`config.mk`:
```
export PLATFORM = sky130hd
export DESIGN_NAME = prec_adapt_ctrl
export DESIGN_NICKNAME = d
export VERILOG_FILES = /design/src/rtl/prec_adapt_pkg.sv /design/src/rtl/prec_qualify.sv /design/src/rtl/prec_run_cnt.sv /design/src/rtl/prec_skew.sv /design/src/rtl/prec_adapt_ctrl.sv
export SDC_FILE = /design/constraint.sdc
export NUM_CORES = 1
export LEC_CHECK = 0
export BUFFER_PORTS_ARGS = -buffer_cell sky130_fd_sc_hd__buf_4
export CAP_MARGIN = 20
export CORE_ASPECT_RATIO = 2
export CORE_MARGIN = 1.5
export CORE_UTILIZATION = 56
export CTS_BUF_LIST = sky130_fd_sc_hd__clkbuf_8
export DETAILED_ROUTE_END_ITERATION = 16
export PLACE_DENSITY = 0.87
export SYNTH_ARGS = -nofsm -noshare
export SYNTH_HDL_FRONTEND = slang
export SYNTH_SLANG_ARGS = --single-unit
```
`constraint.sdc`:
```
create_clock -name clk -period 2.97 [get_ports clk]
set_input_delay 0.1485 -clock clk [delete_from_list [all_inputs] [get_ports clk]]
set_output_delay 0.1485 -clock clk [all_outputs]
set_load 0.01 [all_outputs]
```
`src/rtl/prec_adapt_pkg.sv`:
```
package prec_adapt_pkg;

   typedef enum logic [1:0] {
      PREC_1P0 = 2'd0,
      PREC_1P4 = 2'd1,
      PREC_2P0 = 2'd2
   } prec_e;

   // Indices of the three run counters
   localparam int RUN_UP   = 0;
   localparam int RUN_DN   = 1;
   localparam int RUN_HOT  = 2;
   localparam int NUM_RUNS = 3;

   function automatic prec_e prec_step_up(input prec_e p);
      case (p)
         PREC_1P0: return PREC_1P4;
         default:  return PREC_2P0;
      endcase
   endfunction

   function automatic prec_e prec_step_dn(input prec_e p);
      case (p)
         PREC_2P0: return PREC_1P4;
         default:  return PREC_1P0;
      endcase
   endfunction

endpackage

```
`src/rtl/prec_qualify.sv`:
```
module prec_qualify
   import prec_adapt_pkg::*;
#(
   parameter int ITER_W      = 6,
   parameter int UP_LO_ITER  = 2,
   parameter int DN_MID_ITER = 1,
   parameter int UP_MID_ITER = 3,
   parameter int DN_HI_ITER  = 2,
   parameter int HOT_ITER    = 4
) (
   input  prec_e               level_i,
   input  logic [ITER_W-1:0]   iter_i,
   output logic [NUM_RUNS-1:0] hit_o
);
   localparam logic [ITER_W-1:0] UP_LO_T  = ITER_W'(UP_LO_ITER);
   localparam logic [ITER_W-1:0] DN_MID_T = ITER_W'(DN_MID_ITER);
   localparam logic [ITER_W-1:0] UP_MID_T = ITER_W'(UP_MID_ITER);
   localparam logic [ITER_W-1:0] DN_HI_T  = ITER_W'(DN_HI_ITER);
   localparam logic [ITER_W-1:0] HOT_T    = ITER_W'(HOT_ITER);

   always_comb begin
      hit_o = '0;
      case (level_i)
         PREC_1P0: begin
            hit_o[RUN_UP] = (iter_i >= UP_LO_T);
         end
         PREC_1P4: begin
            hit_o[RUN_UP] = (iter_i >= UP_MID_T);
            hit_o[RUN_DN] = (iter_i == DN_MID_T);
         end
         PREC_2P0: begin
            hit_o[RUN_DN]  = (iter_i <= DN_HI_T);
            hit_o[RUN_HOT] = (iter_i >= HOT_T);
         end
         default: hit_o = '0;
      endcase
   end
endmodule

```
`src/rtl/prec_run_cnt.sv`:
```
module prec_run_cnt #(
   parameter int REPEAT_N = 4
) (
   input  logic clk,
   input  logic rst_n,
   input  logic clear_i,
   input  logic step_i,
   input  logic hit_i,
   output logic full_o
);
   localparam int CW = (REPEAT_N < 2) ? 1 : $clog2(REPEAT_N);
   localparam logic [CW-1:0] LAST = CW'(REPEAT_N - 1);

   logic [CW-1:0] run_q;

   assign full_o = step_i & hit_i & (run_q == LAST);

   always_ff @(posedge clk or negedge rst_n) begin
      if (!rst_n) begin
         run_q <= '0;
      end else if (clear_i) begin
         run_q <= '0;
      end else if (step_i) begin
         if (hit_i && !full_o) run_q <= run_q + 1'b1;
         else                  run_q <= '0;
      end
   end
endmodule

```
`src/rtl/prec_skew.sv`:
```
module prec_skew #(
   parameter int ERR_W     = 10,
   parameter int RATIO     = 2,
   parameter int MIN_TOTAL = 8
) (
   input  logic [ERR_W-1:0] a_i,
   input  logic [ERR_W-1:0] b_i,
   output logic             skew_o,
   output logic             a_big_o
);
   localparam int RW = $clog2(RATIO + 1);
   localparam int SW = ERR_W + RW;
   localparam bit RATIO_POW2 = (RATIO > 0) && ((RATIO & (RATIO - 1)) == 0);
   localparam int RSH = $clog2(RATIO);

   logic [SW-1:0]    a_scaled, b_scaled;
   logic [ERR_W:0]   total;
   logic             a_dom, b_dom, enough;

   generate
      if (RATIO_POW2) begin : g_shift
         assign a_scaled = SW'(a_i) << RSH;
         assign b_scaled = SW'(b_i) << RSH;
      end else begin : g_mult
         assign a_scaled = SW'(a_i) * SW'(RATIO);
         assign b_scaled = SW'(b_i) * SW'(RATIO);
      end
   endgenerate

   assign total   = {1'b0, a_i} + {1'b0, b_i};
   assign enough  = (total >= (ERR_W+1)'(MIN_TOTAL));
   assign a_dom   = (SW'(a_i) > b_scaled);
   assign b_dom   = (SW'(b_i) > a_scaled);
   assign skew_o  = enough & (a_dom | b_dom);
   assign a_big_o = a_dom;
endmodule

```
`src/rtl/prec_adapt_ctrl.sv`:
```
module prec_adapt_ctrl
   import prec_adapt_pkg::*;
#(
   parameter int ITER_W      = 6,
   parameter int ERR_W       = 10,
   parameter int REPEAT_N    = 4,
   parameter int UP_LO_ITER  = 2,
   parameter int DN_MID_ITER = 1,
   parameter int UP_MID_ITER = 3,
   parameter int DN_HI_ITER  = 2,
   parameter int HOT_ITER    = 4,
   parameter int SKEW_RATIO  = 2,
   parameter int SKEW_MIN    = 8
) (
   input  logic              clk,
   input  logic              rst_n,
   input  logic              dec_done_i,
   input  logic [ITER_W-1:0] dec_iter_i,
   input  logic              dec_fail_i,
   input  logic [ERR_W-1:0]  flip10_i,
   input  logic [ERR_W-1:0]  flip01_i,
   output logic [1:0]        prec_o,
   output logic              chan_est_req_o,
   output logic              vref_adj_o,
   output logic              vref_dir_o
);
   localparam int ITER_MAX = (1 << ITER_W) - 1;

   // elaboration-time parameter checks
   if (REPEAT_N < 1) begin : g_bad_repeat
      $error("REPEAT_N must be at least 1");
   end
   if (ITER_W < 2 || ITER_W > 16) begin : g_bad_iter_w
      $error("ITER_W out of range");
   end
   if (HOT_ITER > ITER_MAX || UP_MID_ITER > ITER_MAX || UP_LO_ITER > ITER_MAX) begin : g_bad_thr
      $error("iteration threshold does not fit ITER_W");
   end
   if (DN_HI_ITER >= HOT_ITER || DN_MID_ITER >= UP_MID_ITER) begin : g_bad_band
      $error("step-down band overlaps step-up band");
   end
   if (SKEW_RATIO < 1 || ERR_W < 2) begin : g_bad_skew
      $error("bad imbalance configuration");
   end

   prec_e               level_q, level_nxt;
   logic [NUM_RUNS-1:0] hit, full;
   logic                step, clear, req_nxt;
   logic                skew, a_big;

   prec_qualify #(
      .ITER_W      (ITER_W),
      .UP_LO_ITER  (UP_LO_ITER),
      .DN_MID_ITER (DN_MID_ITER),
      .UP_MID_ITER (UP_MID_ITER),
      .DN_HI_ITER  (DN_HI_ITER),
      .HOT_ITER    (HOT_ITER)
   ) u_qual (
      .level_i (level_q),
      .iter_i  (dec_iter_i),
      .hit_o   (hit)
   );

   assign step  = dec_done_i & ~dec_fail_i;
   assign clear = dec_done_i & (dec_fail_i | (level_nxt != level_q));

   for (genvar g = 0; g < NUM_RUNS; g++) begin : g_run
      prec_run_cnt #(.REPEAT_N(REPEAT_N)) u_run (
         .clk     (clk),
         .rst_n   (rst_n),
         .clear_i (clear),
         .step_i  (step),
         .hit_i   (hit[g]),
         .full_o  (full[g])
      );
   end

   always_comb begin
      level_nxt = level_q;
      req_nxt   = 1'b0;
      if (dec_done_i) begin
         if (dec_fail_i) begin
            if (level_q == PREC_2P0) req_nxt   = 1'b1;
            else                     level_nxt = prec_step_up(level_q);
         end else begin
            if (full[RUN_UP])      level_nxt = prec_step_up(level_q);
            else if (full[RUN_DN]) level_nxt = prec_step_dn(level_q);
            if (full[RUN_HOT])     req_nxt   = 1'b1;
         end
      end
   end

   prec_skew #(
      .ERR_W     (ERR_W),
      .RATIO     (SKEW_RATIO),
      .MIN_TOTAL (SKEW_MIN)
   ) u_skew (
      .a_i     (flip10_i),
      .b_i     (flip01_i),
      .skew_o  (skew),
      .a_big_o (a_big)
   );

   always_ff @(posedge clk or negedge rst_n) begin
      if (!rst_n) begin
         level_q        <= PREC_1P0;
         chan_est_req_o <= 1'b0;
         vref_adj_o     <= 1'b0;
         vref_dir_o     <= 1'b0;
      end else begin
         level_q        <= level_nxt;
         chan_est_req_o <= req_nxt;
         vref_adj_o     <= dec_done_i & skew;
         if (dec_done_i && skew) vref_dir_o <= a_big;
      end
   end

   assign prec_o = level_q;
endmodule

```
==> results.toml, run 1 <==
[status]
status = "finished, final reports clean"

[timing]
rsz0062_at_grt = "no"
hold_viol = 0
finalCritPeriodShare = 0.7931
finalSetupTns_ns = 0
fin_skew_ns = 0.001019
period_needed_ns = 2.356
finalMaxSlewViolations = 0
report.final.setup_viol = 0
worst_slew_pin_slew_ns = 0.6738
timing.final.ws_setup_ns = 0.6144
slew-limit-headroom = 0.5392
max_freq_mhz = 424.5

[logic_synthesis]
yosys.area.top_type = "ha_1"
synth.top_cells.by_count = "ha_1, inv_1, a21oi_1"
yosysUniqueCellTypes = 38
synth_edf_count = 0
syn-num-nets = 237
synth.most_common_cell = "ha_1"
synth_area_per_cell_um2 = 8.561
synth_top_area_frac = 0.2991
ys.flop_type = "dfrtp_1"
synth_area_um2 = 1464
yosysSeqAreaShare = 0.1880
syn-instance-count = 171
yosysWarnings = 0
synth_seq_cells = 11
synthTopCellsByArea = "ha_1, dfrtp_1, inv_1"
synth-async-reset-ratio = 1.000

[worst_setup_path]
path_buf_inv = 1
critPathRequiredTime_ns = 3.07
slowest_stage = "dfrtp_1"
arrival_ns = 2.46
cp-start-kind = "flop"
cp_top_family = "compound AO/OA/AOI/OAI gates"
critPathMaxStageDelay_ns = 0.47
critical_path_class = "flop to flop"
path_max_fanout = 5
crit_chain = "inv_1, ha_1, nand2_1, a2111oi_4, and2_1, mux2_2, a221oi_1, o22ai_1"
crit_path_end_kind = "flop"

[clock_tree]
path_clk_slew_ns = 0.05
clock_latency_ns = 0.24
tritoncts = "yes"
cts_resized = 0
clkSinkCount = 11
htreeDepth = 1
cts_inserted_buffers = 3
root_buffer = "clkbuf_8"
cts.path.max_buffers = 2

[route]
ant_nets = 0
wire_per_inst_um = 16.39
drt_iter0_drc = 24
first_pass_iters = 4
vias = 1460
drcViolationCount = 0
wl_um = 3868
drt-vias-per-instance = 6.186

[power]
p_seq_frac = 0.302
p_sw_uw = 218.3
power_leakage_uw = 0.0009190
ir_drop_mv = 0.1937
power_switching_share = 0.3676
clkPwrFrac = 0.255
p_int_uw = 375.6
p_per_area_nw_per_um2 = 329.9
power_frac_comb = 0.443

[layout]
final_core_util = 0.7188
final_net_count = 275
stdcell_count = 236
area_growth_pct = 22.99
drive_gt1_frac = 0.2115
diodes = 0

[worst_hold_path]
hp-class = "input pin to flop"

[placement]
dp_slack_ns = 0.5074
dp_cells = 231
hpwl_um = 3264
portBuffers = 34
globalplace.congestion = 0.7798

[die]
core_area_um2 = 2505
die-area_um2 = 2949
ios = 35
die_x_um = 39.16
start_util = 0.5844
die_h_um = 75.31
rows = 26

[global_routing]
gr-usage-all-layers = 0.3069
grt_pass1_vias = 1494
grt_pass1_wl_um = 6230
grt_max_degree = 16
antenna_found_initial = 0
grt_remaining_overflow = 0

[flow_run]
max-cap-violations = 0
## layer usage
metal / vias up / GRT usage / wire, um
met4: 0 / 0.1801 / 138
li1: 703 / - / -
met3: 11 / 0.04082 / 109
met2: 47 / 0.6204 / 2377
met1: 699 / 0.2505 / 1243
met5: - / 0 / 0
## repair_timing
item | in CTS | in global routing
buffers inserted | 0 | 0
endpoints found under the hold margin | 11 | 0
hold buffers | 1 | 0
setup endpoints to repair | 0 | 0
## sequential cells by signal (all words and copies together) (netlist names)
name / flops
g_run.u_run.run_q: 6
prec_o: 2
chan_est_req_o: 1
vref_adj_o: 1
vref_dir_o: 1
## logic make-up after synthesis
kind of cell / Yosys count / synth area share
fa+ha+maj: 36 / 0.3128
simple gates: 44 / 0.1641
mux: 2 / 0.02308
buf+inv: 32 / 0.08290
compound gates: 46 / 0.2291
flops: 11 / 0.1880
## cell type report
class | instances | area, um2
Tap cell | 28 | 35.03
Inverter | 30 | 112.6
Clock inverter | 1 | 3.754
Sequential cell | 11 | 275.3
Multi-Input combinational cell | 128 | 1067
Timing Repair Buffer | 35 | 265.3
Clock buffer | 3 | 41.29
Fill cell | 207 | 704.4
## power groups by stage
stage	registers [uW]	logic [uW]	clock network, uW
finish	180	263	151
global route	182	294	161
floorplan	186	147	0
detailed placement	182	260	0
CTS	179	264	152
global placement	181	246	0
## cells in the final DEF (no fill, tap or decap), types with 2 or more instances in the layout
cell type / Yosys / routed
a2111oi_0: 3 / 3
a21o_1: 3 / 3
a21oi_1: 13 / 13
and2_1: 2 / 2
buf_4: 0 / 34
clkbuf_8: 0 / 3
dfrtp_1: 11 / 11
ha_1: 35 / 35
inv_1: 30 / 31
nand2_1: 10 / 10
nand2b_1: 2 / 2
nand3_1: 4 / 4
nand4_1: 6 / 6
nor2_1: 6 / 6
nor2b_1: 2 / 2
nor4_1: 5 / 5
o2111a_1: 2 / 2
o21a_1: 2 / 2
o21ai_0: 7 / 7
o22ai_1: 7 / 7
or2_2: 2 / 2
## through the flow
step | hold WS [ns] | area [um2] | total power (uW)
floorplan | -0.1471 | 1464 | 332.6
global route | 0.2371 | 1800 | 637.3
detailed placement | -0.009619 | 1745 | 441.6
global placement | -0.01020 | 1745 | 427.7
CTS | 0.2197 | 1800 | 595.6
finish | 0.2324 | 1800 | 593.9
## worst paths after layout
check                                                            to  slack (ns)                   start  cells after the start
max in group asynchronous       g_run[2].u_run.run_q[0]$_DFFE_PN0P_        2.54                   rst_n                      2
worst min-delay path                            prec_o[0]$_DFF_PN0_        0.23              dec_done_i                      2
worst min register to register               vref_dir_o$_DFFE_PN0P_        0.53  vref_dir_o$_DFFE_PN0P_                      2
min in group asynchronous                  chan_est_req_o$_DFF_PN0_        0.28                   rst_n                      2
worst max-delay path                            prec_o[0]$_DFF_PN0_        0.61     prec_o[1]$_DFF_PN0_                      8
worst max register to register                  prec_o[0]$_DFF_PN0_        0.61     prec_o[1]$_DFF_PN0_                      8
(Power assumes the default switching activity.)
==> inputs of run 2 (changes only) <==
Settings changed: ABC_AREA set to 1, CORE_UTILIZATION 56 to 51, PLACE_DENSITY 0.87 to 0.83.
Clock period 2.97 ns to 2 ns, I/O delays scaled along.
==> run 2 against run 1 <==
  * Setup slack worse by 0.43 ns
  * Non-clock buffer count up 1
  * Global-route usage down 5.9 points
  * Sequential cell count unchanged
  * Via count up 8.2%
  * Highest routed layer unchanged
==> results.toml, run 2 <==
[timing]
holdWs_ns = 0.1483
hold_viol = 0
timing.final.ws_setup_ns = 0.1877
rsz0062_at_grt = "no"
report.final.setup_viol = 0
worst_slew_pin_slew_ns = 0.3381
finalMaxSlewViolations = 0
period_needed_ns = 1.812
fin_skew_ns = 0.0006492
finalCritPeriodShare = 0.9062
slew-limit-headroom = 0.7743
finalSetupTns_ns = 0
max_freq_mhz = 551.8

[route]
drcViolationCount = 0
drt-vias-per-instance = 5.505
wl_um = 3790
ant_nets = 0
vias = 1580
wire_per_inst_um = 13.21
drt_iter0_drc = 17
first_pass_iters = 4

[logic_synthesis]
yosysUniqueCellTypes = 24
yosys.area.top_type = "ha_1"
synth-async-reset-ratio = 1.000
yosysSeqAreaShare = 0.1799
syn-instance-count = 218
synth_area_per_cell_um2 = 7.019
yosysWarnings = 0
synthTopCellsByArea = "ha_1, dfrtp_1, nand2_1"
synth_top_area_frac = 0.2862
synth.top_cells.by_count = "nand2_1, inv_1, ha_1"
synth.most_common_cell = "nand2_1"
ys.flop_type = "dfrtp_1"
synth_edf_count = 0
synth_seq_cells = 11
synth_area_um2 = 1530
syn-num-nets = 284

[power]
p_per_area_nw_per_um2 = 457.1
power_leakage_uw = 0.001063
ir_drop_mv = 0.2225
total_power_uw = 860.1

[clock_tree]
cts.path.max_buffers = 2
clock_latency_ns = 0.24
path_clk_slew_ns = 0.05
cts_inserted_buffers = 3
root_buffer = "clkbuf_8"
tritoncts = "yes"
htreeDepth = 1
clkSinkCount = 11

[worst_setup_path]
critPathRequiredTime_ns = 2.13
critPathMaxStageDelay_ns = 0.43
crit_path_end_kind = "flop"
crit_chain = "inv_2, ha_1, nand2_1, inv_1, nand4_1, nand2_1, nand3_2, nand2_1, nand3_1, nand2_1, nand2_1, nand2_1, nand2_2, nand3_1, nand2_1"
arrival_ns = 1.94
crit_path_frequent_cell = "nand2_1"
path_max_fanout = 6
slowest_stage = "dfrtp_1"
critical_path_class = "flop to flop"
cp-start-kind = "flop"

[die]
die_x_um = 41.73
die_h_um = 80.47
ios = 35
die-area_um2 = 3358
core_area_um2 = 2908
rows = 28
start_util = 0.5262

[global_routing]
antenna_found_initial = 0
grt_pass1_wl_um = 6306
grt_remaining_overflow = 0
grt_max_degree = 12
grt_pass1_vias = 1641
gr-usage-all-layers = 0.2478

[worst_hold_path]
hp-class = "input pin to flop"

[layout]
diodes = 0
drive_gt1_frac = 0.2179
stdcell_count = 287
layout_common_cells = "nand2_1, inv_1, ha_1, buf_4, nor2_1"
area_growth_pct = 22.98
largest_reg_flops = 6
final_net_count = 324
largest-register = "g_run.u_run.run_q"
final_common_cell = "nand2_1"

[placement]
globalplace.congestion = 0.9737
portBuffers = 34
dp_cells = 281
hpwl_um = 3362
dp_slack_ns = 0.09049

[status]
status = "finished, final reports clean"

[flow_run]
max-cap-violations = 0
## run 2: cell types whose count changed in the layout (fill, tap and decap cells not counted), moves of 4 or more
cell,previous run,this run
nand2_1,10,47
nor2_1,6,20
nand3_1,4,15
o22ai_1,7,0
nand2_2,0,6
inv_1,31,35
inv_2,0,4
## run 2: critical path, delay by kind of cell (launching register included)
kind,cells,cell delay (ns)
flops,1,0.43
fa+ha+maj,1,0.16
buf+inv,2,0.15
simple gates,12,0.96
## run 2: area by class of cell
cell class	count	area (um2)
Multi-Input combinational cell	168	1109
Fill cell	245	1026
Sequential cell	11	275.3
Timing Repair Buffer	36	272.8
Inverter	38	142.6
Clock buffer	3	41.29
Tap cell	30	37.54
Clock inverter	1	3.754
## run 2: power breakdown
group          switching [uW]  leakage [uW]  internal (uW)
combinational             223      0.000889            163
clock                    81.5     0.0000269            135
sequential               16.2      0.000146            242
total                     320       0.00106            540
## run 2: path summary, 6_finish.rpt
check | startpoint | end | slack, ns | cells past startpoint
max in group asynchronous | rst_n | prec_o[0]$_DFF_PN0_ | 1.62 | 2
setup reg to reg | prec_o[1]$_DFF_PN0_ | g_run[2].u_run.run_q[0]$_DFFE_PN0P_ | 0.19 | 15
hold reg to reg | g_run[1].u_run.run_q[1]$_DFFE_PN0P_ | g_run[1].u_run.run_q[1]$_DFFE_PN0P_ | 0.48 | 2
hold / removal | dec_done_i | prec_o[0]$_DFF_PN0_ | 0.15 | 2
min in group asynchronous | rst_n | chan_est_req_o$_DFF_PN0_ | 0.23 | 2
setup / recovery | prec_o[1]$_DFF_PN0_ | g_run[2].u_run.run_q[0]$_DFFE_PN0P_ | 0.19 | 15
## run 2: cell families (layout without fill, tap and decap cells)
logic type,count (synthesis),count (layout),synth area share
buf+inv,39,78,0.09567
compound gates,24,24,0.08912
simple gates,108,108,0.3361
flops,11,11,0.1799
fa+ha+maj,36,36,0.2993
## run 2: routing by layer
metal	global-route usage	vias up	wire length (um)
li1	-	801	-
met5	0	-	0
met3	0.01573	20	101
met4	0.1742	0	209
met1	0.1766	706	1168
met2	0.5469	53	2310
## run 2: stage by stage
stage | instance area [um2] | utilization
2_1_floorplan | 1530 | -
3_3_place_gp | 1819 | 0.6256
3_5_place_dp | 1819 | 0.6256
4_1_cts | 1874 | 0.6446
5_1_grt | 1882 | 0.6472
6_report | 1882 | 0.6472
## run 2: timing repair
item | in CTS | in global routing
gates resized for setup | 0 | 2
hold buffers | 1 | 0
hold endpoints to repair | 11 | 0
setup endpoints to repair | 0 | 6
buffers inserted | 0 | 1
